==> src/rtl/gsm_pkg.sv <==
package gsm_pkg;

    localparam int CNT_W = 20;

    localparam logic [4:0] REG_MODE   = 5'h01;
    localparam logic [4:0] REG_IRQEN  = 5'h03;
    localparam logic [4:0] REG_EVST   = 5'h04;
    localparam logic [4:0] REG_EVEN   = 5'h05;
    localparam logic [4:0] REG_STREAM = 5'h07;
    localparam logic [4:0] REG_CLO    = 5'h0C;
    localparam logic [4:0] REG_CMID   = 5'h0D;
    localparam logic [4:0] REG_CHI    = 5'h0E;
    localparam logic [4:0] REG_ACC    = 5'h1F;

    localparam int B_ACC_EN   = 6;
    localparam int B_ACC_RX   = 5;
    localparam int B_EV_BE    = 4;
    localparam int B_EV_TC    = 5;
    localparam int B_CTL      = 0;
    localparam int B_MODE_IRQ = 5;
    localparam int B_RESTART  = 0;

    // control handed from the register file to the engine
    typedef struct packed {
        logic       en;
        logic       dir_rx;
        logic       restart;
        logic [2:0] ld;       // {hi, mid, lo} counter byte loads
        logic [7:0] ld_data;
    } eng_ctl_t;

    // one-cycle stop events raised by the engine
    typedef struct packed {
        logic tc;
        logic be;
    } eng_evt_t;

endpackage

==> src/rtl/gsm_engine.sv <==
module gsm_engine
    import gsm_pkg::*;
#(
    parameter int ADDR_W = 15
) (
    input  logic              clk,
    input  logic              rst,
    input  eng_ctl_t          ctl,
    input  logic              rx_strobe,
    input  logic [7:0]        rx_byte,
    input  logic              rx_end,
    output logic              tx_valid,
    output logic [7:0]        tx_byte,
    input  logic              tx_take,
    output logic              sram_we,
    output logic              sram_re,
    output logic [ADDR_W-1:0] sram_addr,
    output logic [7:0]        sram_wdata,
    input  logic [7:0]        sram_rdata,
    output logic [CNT_W-1:0]  cnt,
    output logic              halted,
    output eng_evt_t          evt
);

    logic [ADDR_W-1:0] addr;
    logic              pend;
    logic              run, run_tx, mv_rx, mv_tx, mv, fetch;
    logic [CNT_W-1:0]  cnt_nx;

    always_comb begin
        run    = ctl.en & ~halted;
        run_tx = run & ~ctl.dir_rx;
        mv_rx  = run & ctl.dir_rx & rx_strobe;
        mv_tx  = run_tx & tx_valid & tx_take;
        mv     = mv_rx | mv_tx;
        fetch  = run_tx & ~tx_valid & ~pend;
        cnt_nx = cnt + CNT_W'(1);
        evt.tc = mv & (cnt_nx == '0);
        evt.be = mv_rx & rx_end;
    end

    assign sram_we    = mv_rx;
    assign sram_re    = fetch;
    assign sram_addr  = addr;
    assign sram_wdata = rx_byte;

    // counter and block address
    always_ff @(posedge clk) begin
        if (rst) begin
            cnt  <= '0;
            addr <= '0;
        end else if (ctl.ld != 3'b000) begin
            if (ctl.ld[0]) cnt[7:0]   <= ctl.ld_data;
            if (ctl.ld[1]) cnt[15:8]  <= ctl.ld_data;
            if (ctl.ld[2]) cnt[19:16] <= ctl.ld_data[3:0];
            addr <= '0;
        end else if (mv) begin
            cnt  <= cnt_nx;
            addr <= addr + ADDR_W'(1);
        end
    end

    // halt latch: a stop event wins over a same-cycle restart
    always_ff @(posedge clk) begin
        if (rst)                   halted <= 1'b1;
        else if (evt.tc | evt.be)  halted <= 1'b1;
        else if (ctl.restart)      halted <= 1'b0;
    end

    // talk-side fetch with one cycle of SRAM latency
    always_ff @(posedge clk) begin
        if (rst) begin
            tx_valid <= 1'b0;
            tx_byte  <= '0;
            pend     <= 1'b0;
        end else if (!run_tx) begin
            tx_valid <= 1'b0;
            pend     <= 1'b0;
        end else begin
            pend <= fetch;
            if (pend) begin
                tx_valid <= 1'b1;
                tx_byte  <= sram_rdata;
            end else if (mv_tx) begin
                tx_valid <= 1'b0;
            end
        end
    end

    assert_halt_on_tc_R5: assert property (@(posedge clk) disable iff (rst)
        evt.tc |=> halted);

    assert_halt_freezes_R3: assert property (@(posedge clk) disable iff (rst)
        (halted && ctl.ld == 3'b000) |=> $stable(cnt));

    assert_valid_latency_R7: assert property (@(posedge clk) disable iff (rst)
        $rose(tx_valid) |-> $past(sram_re, 2));

endmodule

==> src/rtl/gsm_irq.sv <==
module gsm_irq (
    input  logic       mode_irq,
    input  logic [2:0] irq_en,    // {terminal count, buffer end, controller}
    input  logic       ctl_irq,
    input  logic       st_be,
    input  logic       st_tc,
    output logic       host_irq
);

    logic [2:0] src;

    always_comb begin
        src      = {st_tc, st_be, ctl_irq} & irq_en;
        host_irq = mode_irq & (|src);
    end

endmodule

==> src/rtl/gsm_regs.sv <==
module gsm_regs
    import gsm_pkg::*;
(
    input  logic             clk,
    input  logic             rst,
    input  logic             host_wr,
    input  logic [4:0]       host_addr,
    input  logic [7:0]       host_wdata,
    output logic [7:0]       host_rdata,
    output eng_ctl_t         ctl,
    input  eng_evt_t         evt,
    input  logic [CNT_W-1:0] cnt,
    input  logic             halted,
    input  logic             ctl_irq,
    input  logic             host_irq,
    output logic             mode_irq,
    output logic [2:0]       irq_en,
    output logic             st_be,
    output logic             st_tc
);

    logic       acc_en, acc_rx, ee_be, ee_tc;
    logic       wr_evst;

    assign wr_evst = host_wr && (host_addr == REG_EVST);

    always_comb begin
        ctl.en      = acc_en;
        ctl.dir_rx  = acc_rx;
        ctl.restart = host_wr && (host_addr == REG_STREAM) && host_wdata[B_RESTART];
        ctl.ld      = {3{host_wr}} & {host_addr == REG_CHI, host_addr == REG_CMID,
                                      host_addr == REG_CLO};
        ctl.ld_data = host_wdata;
    end

    always_ff @(posedge clk) begin
        if (rst) begin
            acc_en   <= 1'b0;
            acc_rx   <= 1'b0;
            ee_be    <= 1'b0;
            ee_tc    <= 1'b0;
            mode_irq <= 1'b0;
            irq_en   <= '0;
        end else if (host_wr) begin
            case (host_addr)
                REG_ACC: begin
                    acc_en <= host_wdata[B_ACC_EN];
                    acc_rx <= host_wdata[B_ACC_RX];
                end
                REG_EVEN: begin
                    ee_be <= host_wdata[B_EV_BE];
                    ee_tc <= host_wdata[B_EV_TC];
                end
                REG_MODE:  mode_irq <= host_wdata[B_MODE_IRQ];
                REG_IRQEN: irq_en   <= {host_wdata[B_EV_TC], host_wdata[B_EV_BE],
                                        host_wdata[B_CTL]};
                default: ;
            endcase
        end
    end

    // status: write-one-to-clear, a new event wins over a clear
    always_ff @(posedge clk) begin
        if (rst) begin
            st_be <= 1'b0;
            st_tc <= 1'b0;
        end else begin
            st_be <= (st_be & ~(wr_evst & host_wdata[B_EV_BE])) | (evt.be & ee_be);
            st_tc <= (st_tc & ~(wr_evst & host_wdata[B_EV_TC])) | (evt.tc & ee_tc);
        end
    end

    always_comb begin
        host_rdata = 8'h00;
        case (host_addr)
            REG_MODE:   host_rdata[B_MODE_IRQ] = mode_irq;
            REG_IRQEN:  host_rdata = {2'b00, irq_en[2], irq_en[1], 3'b000, irq_en[0]};
            REG_EVST:   host_rdata = {2'b00, st_tc, st_be, 2'b00, host_irq, ctl_irq};
            REG_EVEN:   host_rdata = {2'b00, ee_tc, ee_be, 4'b0000};
            REG_STREAM: host_rdata = {7'b0, halted};
            REG_CLO:    host_rdata = cnt[7:0];
            REG_CMID:   host_rdata = cnt[15:8];
            REG_CHI:    host_rdata = {4'b0000, cnt[19:16]};
            REG_ACC:    host_rdata = {1'b0, acc_en, acc_rx, 5'b00000};
            default:    host_rdata = 8'h00;
        endcase
    end

    assert_tc_latch_R9: assert property (@(posedge clk) disable iff (rst)
        $rose(st_tc) |-> $past(evt.tc && ee_tc));

    assert_w1c_clear_R8: assert property (@(posedge clk) disable iff (rst)
        (wr_evst && host_wdata[B_EV_TC] && !evt.tc) |=> !st_tc);

endmodule

==> src/rtl/gsm_top.sv <==
module gsm_top
    import gsm_pkg::*;
#(
    parameter int ADDR_W = 15
) (
    input  logic              clk,
    input  logic              rst,
    input  logic              host_wr,
    input  logic [4:0]        host_addr,
    input  logic [7:0]        host_wdata,
    output logic [7:0]        host_rdata,
    input  logic              rx_strobe,
    input  logic [7:0]        rx_byte,
    input  logic              rx_end,
    output logic              tx_valid,
    output logic [7:0]        tx_byte,
    input  logic              tx_take,
    input  logic              ctl_irq,
    output logic              host_irq,
    output logic              sram_we,
    output logic              sram_re,
    output logic [ADDR_W-1:0] sram_addr,
    output logic [7:0]        sram_wdata,
    input  logic [7:0]        sram_rdata
);

    eng_ctl_t         ctl;
    eng_evt_t         evt;
    logic [CNT_W-1:0] cnt;
    logic             halted, mode_irq, st_be, st_tc;
    logic [2:0]       irq_en;

    gsm_regs u_regs (
        .clk        (clk),
        .rst        (rst),
        .host_wr    (host_wr),
        .host_addr  (host_addr),
        .host_wdata (host_wdata),
        .host_rdata (host_rdata),
        .ctl        (ctl),
        .evt        (evt),
        .cnt        (cnt),
        .halted     (halted),
        .ctl_irq    (ctl_irq),
        .host_irq   (host_irq),
        .mode_irq   (mode_irq),
        .irq_en     (irq_en),
        .st_be      (st_be),
        .st_tc      (st_tc)
    );

    gsm_engine #(.ADDR_W(ADDR_W)) u_engine (
        .clk        (clk),
        .rst        (rst),
        .ctl        (ctl),
        .rx_strobe  (rx_strobe),
        .rx_byte    (rx_byte),
        .rx_end     (rx_end),
        .tx_valid   (tx_valid),
        .tx_byte    (tx_byte),
        .tx_take    (tx_take),
        .sram_we    (sram_we),
        .sram_re    (sram_re),
        .sram_addr  (sram_addr),
        .sram_wdata (sram_wdata),
        .sram_rdata (sram_rdata),
        .cnt        (cnt),
        .halted     (halted),
        .evt        (evt)
    );

    gsm_irq u_irq (
        .mode_irq (mode_irq),
        .irq_en   (irq_en),
        .ctl_irq  (ctl_irq),
        .st_be    (st_be),
        .st_tc    (st_tc),
        .host_irq (host_irq)
    );

    assert_irq_source_R10: assert property (@(posedge clk) disable iff (rst)
        host_irq |-> (ctl_irq || st_be || st_tc));

endmodule

==> config.mk <==
export PLATFORM = sky130hd
export DESIGN_NAME = gsm_top
export DESIGN_NICKNAME = d
export VERILOG_FILES = /design/src/rtl/gsm_pkg.sv /design/src/rtl/gsm_engine.sv /design/src/rtl/gsm_irq.sv /design/src/rtl/gsm_regs.sv /design/src/rtl/gsm_top.sv
export SDC_FILE = /design/constraint.sdc
export NUM_CORES = 1
export LEC_CHECK = 0
export ABC_AREA = 1
export BUFFER_PORTS_ARGS = -buffer_cell sky130_fd_sc_hd__buf_2
export CAP_MARGIN = 20
export CORE_ASPECT_RATIO = 0.5
export CORE_MARGIN = 3
export CORE_UTILIZATION = 35
export DETAILED_ROUTE_END_ITERATION = 10
export PLACE_DENSITY_LB_ADDON = 0.1
export SYNTH_ARGS = -nofsm -noshare
export SYNTH_HDL_FRONTEND = slang
export SYNTH_SLANG_ARGS = --single-unit
==> constraint.sdc <==
create_clock -name clk -period 4.1 [get_ports clk]
set_input_delay 0.615 -clock clk [delete_from_list [all_inputs] [get_ports clk]]
set_output_delay 0.615 -clock clk [all_outputs]
set_load 0.05 [all_outputs]
# --- Word level (Yosys, flattened, before mapping) ---
# Index checks and enable logic that the tools add are counted.
totals:
  elab_cells: 89
  reg_bits: 56
  inputBits: 36
  out_inout_bits: 43
op_classes:
  bitwise_logic: 30
  n_mux: 10
  eq_ne: 12
  addsub: 2
  n_reduce_logical: 19
ops:
  columns: ["operator", "n"]
  rows:
  - ["2-to-1 mux 20 bit", 2]
  - ["one-hot mux 5 bit (7 select lines)", 1]
  - ["adder 20 x 1 -> 20 bit (second input constant)", 1]
  - ["logical NOT 20 bit", 1]
  - ["bitwise AND 1 bit", 17]
  - ["2-to-1 mux 8 bit", 2]
  - ["AND reduction 2 bit", 8]
  - ["adder 15 x 1 -> 15 bit (second input constant)", 1]
  - ["== test 5 x 3 -> 1 bit (second input constant)", 3]
  - ["== test 5 x 4 -> 1 bit (second input constant)", 3]
  - ["inverter 1 bit", 7]
  - ["one-hot mux 1 bit (7 select lines)", 1]
  - ["bitwise AND 3 bit", 2]
  - ["inequality test 2 x 1 -> 1 bit (second input constant)", 3]
  - ["one-hot mux 2 bit (3 select lines)", 1]
  - ["OR reduction 2 bit", 3]
  - ["== test 5 x 1 -> 1 bit (second input constant)", 1]
  - ["== test 5 x 2 -> 1 bit (second input constant)", 1]
  - ["== test 5 bit (second input constant)", 1]
  - ["2-to-1 mux 4 bit", 1]
  - ["bitwise OR 1 bit", 4]
  - ["nonzero test 2 bit", 2]
  - ["logical AND 1 bit", 3]
  - ["nonzero test 3 bit", 1]
  - ["other kinds (2)", 3]

# --- Depth between registers and ports, before layout ---
# Gate-level depths: netlist of run 1.
depth:
  word_depth: 9
  ltp_mapped: 12
  depth_no_buf: 12

# --- Modules after synthesis ---
# Synthesis of run 1 repeated with hierarchy kept, for this count alone.
hier_totals:
  cells_unflattened: 550
  area_unflattened_um2: 3542.1
modules_own_cells:
  columns: ["module", "seq_area_each_um2", "cells_each", "area_per_inst_um2", "instances"]
  rows:
  - ["gsm_engine", 920.9, 398, 2660.1, 1]
  - ["gsm_regs", 200.2, 146, 858.3, 1]
  - ["gsm_irq", 0.0, 6, 23.8, 1]

# --- Worst setup path before layout of run 1 ---
# No wires, ideal clock.
synth_timing:
  path_type: "in2out"
  startpoint: "input host_addr[1]"
  endpoint: "output host_rdata[1]"
  path_slack_ps: 1546
  required_time_ps: 3485
  t_arrival_ps: 1939
  stages: 5
  path_buffers: 0
  path_cell_list: "inv_1 -> nand2_1 -> nor2_1 -> nand2_1 -> o2111ai_1"
synth_between:
  elab_chain_len: 2
  elab_cells_between_ends: 8
  classes_between: "eq/ne: 7; mux: 1"
synth_rtl:
  columns: ["item", "line", "text"]
  rows:
  - ["from (decl)", "gsm_top.sv:9", "input logic [4:0] host_addr,"]
  - ["== test 5 x 4 -> 1 bit (tied with other cells)", "gsm_regs.sv:75", "case (host_addr)"]
  - ["one-hot mux 5 bit (7 select lines) (*)", "gsm_regs.sv:75", null]
  - ["to (decl)", "gsm_top.sv:11", "output logic [7:0] host_rdata,"]
# Every way passes the cells marked *; elsewhere a longest branch is shown, timed or not.

# --- Worst setup path after layout of run 1 ---
layout_timing:
  startpoint: "input host_addr[4]"
  endpoint: "output host_rdata[4]"
# Same word-level chain as after synthesis.

==> results of run 1 <==
==> metal layers <==
layer	up-vias	track usage, %	wire (um)
met4	0	6.00	178
met1	1555	26.7	4790
met5	-	0	0
met2	96	28.0	4100
li1	1796	-	-
met3	14	4.51	692
==> power by group <==
part	switching (mW)	total [mW]	internal, mW	leakage [nW]
clock	0.210	0.501	0.292	0.0815
sequential	0.00448	0.551	0.547	0.451
combinational	0.0433	0.0630	0.0197	1.06
total	0.258	1.12	0.858	1.59
==> metrics by stage <==
| stage | cell area (um^2) | utilization [%] |
|---|---|---|
| 2_1_floorplan | 3370 | - |
| 3_3_place_gp | 3740 | 41.3 |
| 3_5_place_dp | 3740 | 41.3 |
| 4_1_cts | 3910 | 43.2 |
| 5_1_grt | 3910 | 43.2 |
| 6_report | 3910 | 43.2 |
==> layout make-up <==
type                    instances  area share [%]
well taps                     130            4.17
clock buffers                   6            3.30
multi-input cells             376            48.5
clock inverters                 2           0.993
flip-flops and latches         56            28.7
inverters                      64            6.15
repair buffers                 63            8.14
==> cell families (layout without fill, tap and decap cells) <==
family | Yosys count | count (layout) | synth area share (%)
AOI/OAI and AO/OA | 98 | 98 | 17.3
xor gates and xnor gates | 7 | 7 | 1.82
adders and majority gates | 2 | 2 | 0.741
buffers and inverters | 82 | 135 | 10.6
DFF | 56 | 56 | 33.2
muxes | 1 | 1 | 0.334
and+or+nand+nor | 268 | 268 | 36.0
==> sequential cells by signal (all words and copies together) (netlist names), 3 cells and up <==
name / cells
u_engine.tx_byte: 8
u_engine.cnt: 20
u_engine.sram_addr: 15
u_regs.irq_en: 3
==> cells in the final DEF (no fill, tap or decap), types with 6 or more instances in the layout <==
cell type	count
a21oi_1	21
nand3_1	32
nand2_1	116
buf_2	62
nand4_1	11
nor3_1	12
dfxtp_1	56
nor2_1	71
o21ai_0	41
nand2_2	6
inv_1	61
nor2_4	8
a31oi_1	17
==> worst max path at each step <==
stage,start,endpoint,cells past startpoint
final,host_addr[4],host_rdata[4],9
after global routing,host_addr[4],host_rdata[4],11
after CTS,host_addr[4],host_rdata[4],11
after detailed placement,host_addr[4],host_rdata[4],11
after global placement,host_addr[4],host_rdata[4],11
after floorplan,host_addr[1],host_rdata[1],5
==> run_results.csv, run 1 <==
group,metric,value,unit
cells_and_area,antennaDiodeCount,0,
hold_path,holdPathStages,1,
floorplanning,die_w,145,um
logic_synthesis,synthTopCellsByCount,"nand2_1, nor2_1, inv_1",
run_status,outcome,"finished clean",
clocking,cts_max_level,2,
job,max_cap_viol_count,0,
grt,grt_pass1_wl,15.9,mm
logic_synthesis,synth_flop_cell,"dfxtp_1",
cells_and_area,layout-drive-gt1-share,17.6,%
route,vias_per_cell,4.97,
floorplanning,num_io_pins,79,
route,totalWireLength,9.76,mm
clocking,holdBufCountCts,0,
clocking,clock_latency,0.30,ns
timing,tightest_slew,0.836,ns
logic_synthesis,netlist_instances,514,
hold_path,hold_start,"u_engine.pend$_SDFF_PP0_",
route,vias,3461,
route,ant_nets,0,
grt,grt_pass1_vias,3189,
placed_design,gp_congestion,0.893,
critical_path,reg2regPathDepth,11,
power_and_ir_drop,finalPower,1.12,mW
clocking,cts_tree,"done",
critical_path,cp-end-kind,"primary output",
critical_path,crit_chain,"buf_2, inv_1, nand2_1, nor2_1, inv_1, nor2_1, a21oi_1, o221ai_1, buf_2",
power_and_ir_drop,p_per_area,286,nW/um^2
grt,grt_max_degree,34,
clocking,cts_setup_buffers,0,
critical_path,critPathKind,"primary input to primary output",
critical_path,cp-start-kind,"primary input",
placed_design,place_hpwl,7.53,mm
cells_and_area,fillers,983,
timing,grt_setup_unrepaired,"no",
critical_path,critPathMaxFanout,6,
logic_synthesis,synth_fp_nets,552,
critical_path,rr_endpoint,"u_regs.st_tc$_SDFF_PP0_",
logic_synthesis,yosys_warnings,0,
route,wire_per_inst,14.0,um
grt,grt_usage,18.7,%
route,dr.pass1.iters,5,
logic_synthesis,yosysTopAreaCell,"dfxtp_1",
timing,worst_slack,1.45,ns
critical_path,slowest_delay,0.32,ns
timing,min_period,2.65,ns
hold_path,hold_path_end,"u_engine.pend$_SDFF_PP0_",
critical_path,crit_arrival,2.03,ns
floorplanning,num_rows,24,
timing,clock.fmax,378,MHz
cells_and_area,finalNetCount,604,
timing,hold_violations,0,
critical_path,r2r_slack,2.11,ns
floorplanning,core-area,9040,um^2
timing,slew_headroom,44.2,%
logic_synthesis,ys_types,37,
critical_path,worstReg2RegStart,"u_engine.cnt[1]$_SDFFE_PP0P_",
cells_and_area,regArea,1120,um^2
placed_design,post-place-cells,689,
clocking,cts_sinks,56,
hold_path,min_path_type,"flip-flop to flip-flop",
logic_synthesis,synth_edf_count,0,
logic_synthesis,synth_seq_area_share,33.2,%
logic_synthesis,synth.top_cell.area_share,33.2,%
cells_and_area,multi_input_area,1900,um^2
clocking,cts_buffer_depth,2,
timing,worst_clock_skew,0.00774,ns
critical_path,path_buf_inv,4,
logic_synthesis,synth_most_common_cell,"nand2_1",
logic_synthesis,syn_avg_cell_area,6.57,um^2
power_and_ir_drop,vdd_ir_drop_max,0.162,mV
floorplanning,die-area,10900,um^2
route,drc_errors,0,
critical_path,critPathSlowestCell,"nor2_1",
timing,drv_slew,0,
logic_synthesis,syn_area,3370,um^2
floorplanning,die_h,75.4,um
logic_synthesis,netlist_top_cells_area,"dfxtp_1, nand2_1, nor2_1, inv_1, o21ai_0",
timing,tns,0,ns
cells_and_area,fin_cells,697,
grt,gr-total-overflow,0,
floorplanning,start_util,37.3,%
timing,setup_viol,0,
critical_path,required,3.48,ns
timing,holdWs,0.455,ns
route,first_iter_violations,199,
placed_design,dp_slack,1.45,ns
cells_and_area,area_delta_synth_final,15.7,%
critical_path,crit_family,"buffers and inverters",
logic_synthesis,synth_seq_cells,56,
clocking,numCtsBuffers,5,
timing,post-route-period-util,64.5,%
clocking,post_cts_resized,0,
power_and_ir_drop,leakage,1.59,nW
clocking,root_buffer,"clkbuf_16",
placed_design,io_buffers,62,
grt,grt_antenna_before_repair,0,
clocking,path_clk_slew,0.07,ns
logic_synthesis,ys_async_sr_fraction,0,%
Note: power is estimated with default switching activity, not from simulation.
==> inputs of run 2 (changes only) <==
- clock period: 4.1 -> 2.6 ns (I/O delays scaled with it)
==> run 2 against run 1 <==
Against the previous run:
- sequential power up 58%
- count of clock-buffer cells in the layout down 1
- cell count up 0.43%
- total power up 49%
- first-iteration DRC count down 24%
- register-to-register slack worse by 1.4 ns
- clock power up 39%
- global-route usage about the same
- worst hold slack worse by 0.14 ns
- largest power group unchanged
- highest routed layer unchanged
==> run_results.csv, run 2 (synthesis results as in run 1) <==
group,metric,value,unit
clocking,path_clk_slew,0.07,ns
cells_and_area,stdcell_area,3910,um^2
grt,grt_pass1_vias,3059,
floorplanning,die_w,145,um
timing,post-route-period-util,83.7,%
grt,grt_pass1_wl,15.8,mm
floorplanning,num_io_pins,79,
route,wire_per_inst,14.2,um
placed_design,gp_congestion,0.854,
critical_path,worstReg2RegStart,"u_engine.cnt[2]$_SDFFE_PP0P_",
clocking,numCtsBuffers,5,
critical_path,r2r_slack,0.67,ns
grt,grt_usage,18.7,%
critical_path,cp-end-kind,"primary output",
route,drc_errors,0,
floorplanning,num_rows,24,
clocking,cts_tree,"done",
timing,tightest_slew,0.504,ns
clocking,clock_latency,0.30,ns
timing,grt_setup_unrepaired,"no",
route,vias_per_cell,4.93,
grt,grt_antenna_before_repair,0,
hold_path,hold_start,"sram_rdata[5]",
power_and_ir_drop,vdd_ir_drop_max,0.289,mV
cells_and_area,antennaDiodeCount,0,
timing,worst_clock_skew,0.00434,ns
route,dr.pass1.iters,4,
cells_and_area,largest_register,"u_engine.cnt",
cells_and_area,area_delta_synth_final,15.8,%
cells_and_area,final_util,43.2,%
critical_path,crit_arrival,1.79,ns
power_and_ir_drop,finalPower,1.66,mW
power_and_ir_drop,p_per_area,426,nW/um^2
critical_path,critPathKind,"primary input to primary output",
floorplanning,core-area,9040,um^2
timing,tns,0,ns
floorplanning,die_h,75.4,um
run_status,outcome,"finished clean",
power_and_ir_drop,clock_power_share,41.7,%
clocking,post_cts_resized,0,
clocking,cts_max_level,2,
timing,clock.fmax,459,MHz
power_and_ir_drop,p_int,1.25,mW
cells_and_area,largest_reg_flops,20,
floorplanning,start_util,37.3,%
power_and_ir_drop,power_frac_seq,52.2,%
critical_path,slowest_delay,0.32,ns
route,vias,3454,
clocking,holdBufCountCts,0,
power_and_ir_drop,p_sw,410,uW
placed_design,dp_slack,0.432,ns
clocking,root_buffer,"clkbuf_16",
critical_path,critPathSlowestCell,"nor2_1",
clocking,cts_buffer_depth,2,
cells_and_area,final_cell_mix,"nand2_1, nor2_1, buf_2, inv_1, dfxtp_1",
timing,min_period,2.18,ns
power_and_ir_drop,leakage,1.60,nW
grt,gr-total-overflow,0,
critical_path,crit_chain,"buf_2, inv_1, nand2_1, nor2_1, inv_1, nor2_1, a21oi_1, o221ai_1, buf_2",
critical_path,crit_start,"host_addr[4]",
cells_and_area,fillers,1010,
route,first_iter_violations,152,
route,ant_nets,0,
clocking,cts_sinks,56,
cells_and_area,layout-drive-gt1-share,18.2,%
timing,worst_slack,0.423,ns
job,max_cap_viol_count,0,
cells_and_area,multi_input_area,1900,um^2
grt,grt_max_degree,26,
timing,setup_viol,0,
power_and_ir_drop,swShare,24.6,%
floorplanning,die-area,10900,um^2
critical_path,required,2.21,ns
clocking,cts_setup_buffers,0,
power_and_ir_drop,pwr-share-comb,6.1,%
cells_and_area,finalNetCount,607,
hold_path,min_path_type,"primary input to flip-flop",
route,totalWireLength,9.92,mm
timing,slew_headroom,66.3,%
timing,drv_slew,0,
placed_design,io_buffers,62,
critical_path,cp-start-kind,"primary input",
cells_and_area,mostFrequentLayoutCell,"nand2_1",
placed_design,post_dp_cell_area,3760,um^2
timing,hold_violations,0,
cells_and_area,regArea,1120,um^2
placed_design,place_hpwl,7.72,mm
critical_path,critPathMaxFanout,6,
## run 2: changes by cell type in the layout (fill, tap and decap cells not counted), sizes merged
cell / change
clkinvlp: +1
clkbuf: -1
bufinv: -1
buf: +3
clkinv: +1
## run 2: final timing paths
| kind | end | depth (start not counted) |
|---|---|---|
| setup / recovery | host_rdata[4] | 9 |
| hold reg to reg | u_engine.pend$_SDFF_PP0_ | 1 |
| hold / removal | u_engine.tx_byte[5]$_SDFFE_PP0P_ | 3 |
| setup reg to reg | u_regs.st_tc$_SDFF_PP0_ | 10 |
## run 2: cell type report
| class | instances | share of cell area (%) |
|---|---|---|
| flip-flops and latches | 56 | 28.7 |
| clock buffers | 5 | 3.20 |
| multi-input cells | 376 | 48.5 |
| repair buffers | 66 | 8.71 |
| inverters | 64 | 6.15 |
| clock inverters | 3 | 0.545 |
| well taps | 130 | 4.16 |
## run 2: per-layer routing
layer | wire length (um) | GRT usage (%) | vias up
met5 | 0 | 0 | -
met4 | 191 | 5.27 | 0
met3 | 565 | 4.70 | 17
met2 | 4110 | 28.0 | 89
met1 | 5050 | 26.7 | 1550
li1 | - | - | 1798
## run 2: worst max-delay path: cells and delay by family
kind	cells	cell delay [ns]
buffers and inverters	4	0.60
AND/OR/NAND/NOR	3	0.53
AO/OA/AOI/OAI	2	0.26
## run 2: power by group through the flow
stage                     Clock (mW)  Sequential, mW  Combinational, mW
after floorplan                    0           0.887             0.0893
after global placement             0           0.890              0.101
after detailed placement           0           0.889              0.101
after CTS                      0.722           0.869              0.101
after global routing           0.741           0.870              0.114
final                          0.694           0.869              0.101
## run 2: metrics by stage
step	hold slack, ns	std cells
after floorplan	0.425	514
after global placement	0.440	692
after detailed placement	0.448	692
after CTS	0.304	700
after global routing	0.315	700
final	0.312	700
==> inputs of run 3 (changes only) <==
- clock period: 2.6 -> 1.8 ns (I/O delays scaled with it)
==> run 3 against run 2 <==
Against the previous run:
- count of clock-buffer cells in the layout is the same
- setup slack lost 0.40 ns
- highest routed layer unchanged
- sequential power grew 44%
- clock power grew 48%
- non-clock buffer count grew 44
- core utilization grew 6.0 points
- critical path type is now flip-flop to flip-flop
- largest cell class unchanged
- critical endpoint is now u_engine.halted$_SDFFE_PP1P_
- global-route usage grew 1.3 points
- sequential share of layout area shrank 3.1 points
- flip-flop and latch count is the same
- die area is the same
- cell count grew 6.3%
==> run_results.csv, run 3 (synthesis results as in run 1) <==
group,metric,value,unit
grt,grt_pass1_wl,16.7,mm
placed_design,io_buffers,62,
critical_path,slowest_delay,0.36,ns
grt,grt_pass1_vias,3189,
critical_path,cp-end-kind,"flip-flop",
timing,tightest_slew,0.359,ns
timing,clock.fmax,561,MHz
critical_path,path_buf_inv,3,
clocking,holdBufCountCts,0,
timing,post-route-period-util,98.9,%
critical_path,critPathSlowestCell,"dfxtp_2",
floorplanning,num_rows,24,
route,route.met3.wl,650,um
timing,hold_violations,0,
route,dr_wl_met2,4.56,mm
job,max_cap_viol_count,0,
timing,worst_clock_skew,0.00446,ns
clocking,cts_buffer_depth,2,
route,totalWireLength,10.8,mm
clocking,path_clk_slew,0.08,ns
route,wire_per_inst,14.5,um
clocking,cts_sinks,56,
cells_and_area,final_util,49.2,%
floorplanning,core-area,9040,um^2
placed_design,place_hpwl,8.20,mm
critical_path,cp_common_cell,"nand2_1",
power_and_ir_drop,p_per_area,557,nW/um^2
clocking,cts_max_level,2,
route,vias_per_cell,4.91,
clocking,cts_tree,"done",
grt,grt_max_degree,29,
route,vias,3655,
cells_and_area,largest_reg_flops,20,
power_and_ir_drop,p_sw,636,uW
critical_path,crit_family,"simple AND/OR/NAND/NOR gates",
timing,grt_setup_unrepaired,"yes",
timing,min_period,1.78,ns
cells_and_area,final_cell_mix,"nand2_1, nor2_1, inv_1, buf_2, buf_4",
floorplanning,die_h,75.4,um
power_and_ir_drop,leakage,1.88,nW
critical_path,required,1.99,ns
route,drc_errors,0,
critical_path,critPathMaxFanout,7,
run_status,outcome,"finished clean",
critical_path,crit_chain,"buf_6, nand2_4, nor2_4, buf_4, nand2_1, buf_4, nand2_1, nand2_1, nand2_1, nor2_1, nand2_1, nor2_1, nand3_1, nand3_1",
critical_path,crit_arrival,1.97,ns
cells_and_area,largest_register,"u_engine.cnt",
cells_and_area,area_delta_synth_final,31.7,%
route,top_layer_used,"met4",
power_and_ir_drop,power_frac_seq,50.7,%
power_and_ir_drop,p_int,1.84,mW
route,first_iter_violations,238,
power_and_ir_drop,clock_power_share,41.8,%
cells_and_area,finalNetCount,651,
clocking,root_buffer,"clkbuf_16",
power_and_ir_drop,swShare,25.7,%
clocking,clock_latency,0.30,ns
cells_and_area,fin_cells,744,
floorplanning,start_util,37.3,%
grt,grt_usage,20.0,%
placed_design,post-place-cells,732,
route,ant_nets,0,
timing,drv_slew,0,
grt,gr-total-overflow,0,
power_and_ir_drop,vdd_ir_drop_max,0.399,mV
route,wl_met1,5.46,mm
hold_path,min_path_type,"primary input to flip-flop",
cells_and_area,mostFrequentLayoutCell,"nand2_1",
timing,setup_viol,0,
critical_path,cp-start-kind,"flip-flop",
critical_path,critPathKind,"flip-flop to flip-flop",
cells_and_area,stdcell_area,4450,um^2
route,dr.pass1.iters,5,
cells_and_area,antennaDiodeCount,0,
placed_design,gp_congestion,0.926,
grt,grt_antenna_before_repair,0,
placed_design,post_dp_cell_area,4110,um^2
clocking,numCtsBuffers,5,
floorplanning,die-area,10900,um^2
floorplanning,num_io_pins,79,
timing,slew_headroom,76.1,%
cells_and_area,layout-drive-gt1-share,30.6,%
power_and_ir_drop,pwr-share-comb,7.5,%
floorplanning,die_w,145,um
-- run 3: final cells by class --
class	count	area [um^2]
Tap cell	130	163
Fill cell	924	4590
Sequential cell	56	1140
Clock buffer	5	125
Multi-Input combinational cell	376	2020
Timing Repair Buffer	110	738
Inverter	64	240
Clock inverter	3	22.5
-- run 3: per-layer routing --
layer  global-route usage, %  vias to the layer above
met5                       0                        -
met4                    4.55                        0
met3                    4.51                        7
met2                    30.2                      103
met1                    29.1                     1657
li1                        -                     1888
-- run 3: repair_timing --
action | CTS | global route
pin swaps | 1 | 17
setup endpoints to repair | 3 | 13
buffers inserted | 0 | 4
resized for setup | 5 | 53
-- run 3: path summary, 6_finish.rpt --
check | from | end | slack (ns) | depth (start not counted)
max reg2reg | u_engine.cnt[1]$_SDFFE_PP0P_ | u_engine.halted$_SDFFE_PP1P_ | 0.02 | 14
min reg2reg | u_engine.sram_addr[7]$_SDFFE_PP0P_ | u_engine.sram_addr[7]$_SDFFE_PP0P_ | 0.46 | 2
min | sram_rdata[1] | u_engine.tx_byte[1]$_SDFFE_PP0P_ | 0.18 | 3
max | u_engine.cnt[1]$_SDFFE_PP0P_ | u_engine.halted$_SDFFE_PP1P_ | 0.02 | 14
-- run 3: power groups by stage --
stage               registers (mW)  logic [mW]  clock network [mW]
global placement              1.28       0.174                   0
floorplan                     1.28       0.129                   0
detailed placement            1.28       0.173                   0
global route                  1.26       0.204                1.10
finish                        1.25       0.185                1.03
CTS                           1.25       0.174                1.06
-- run 3: worst register-to-register path, stage by stage, from the launching register on --
cell     delay [ns]
dfxtp_2        0.36
buf_6          0.13
nand2_4        0.05
nor2_4         0.22
buf_4          0.16
nand2_1        0.06
buf_4          0.14
nand2_1        0.04
nand2_1        0.09
nand2_1        0.07
nor2_1         0.04
nand2_1        0.05
nor2_1         0.05
nand3_1        0.11
nand3_1        0.09
-- run 3: through the flow --
step	hold WS, ns	power, mW	setup slack [ns]	TNS (ns)
floorplan	0.405	1.41	-0.0641	-0.352
global placement	0.453	1.46	-0.0845	-0.0845
detailed placement	0.455	1.46	-0.0566	-0.0566
CTS	0.180	2.49	-0.00174	-0.00174
global route	0.193	2.56	-0.117	-0.278
finish	0.183	2.47	0.0190	0
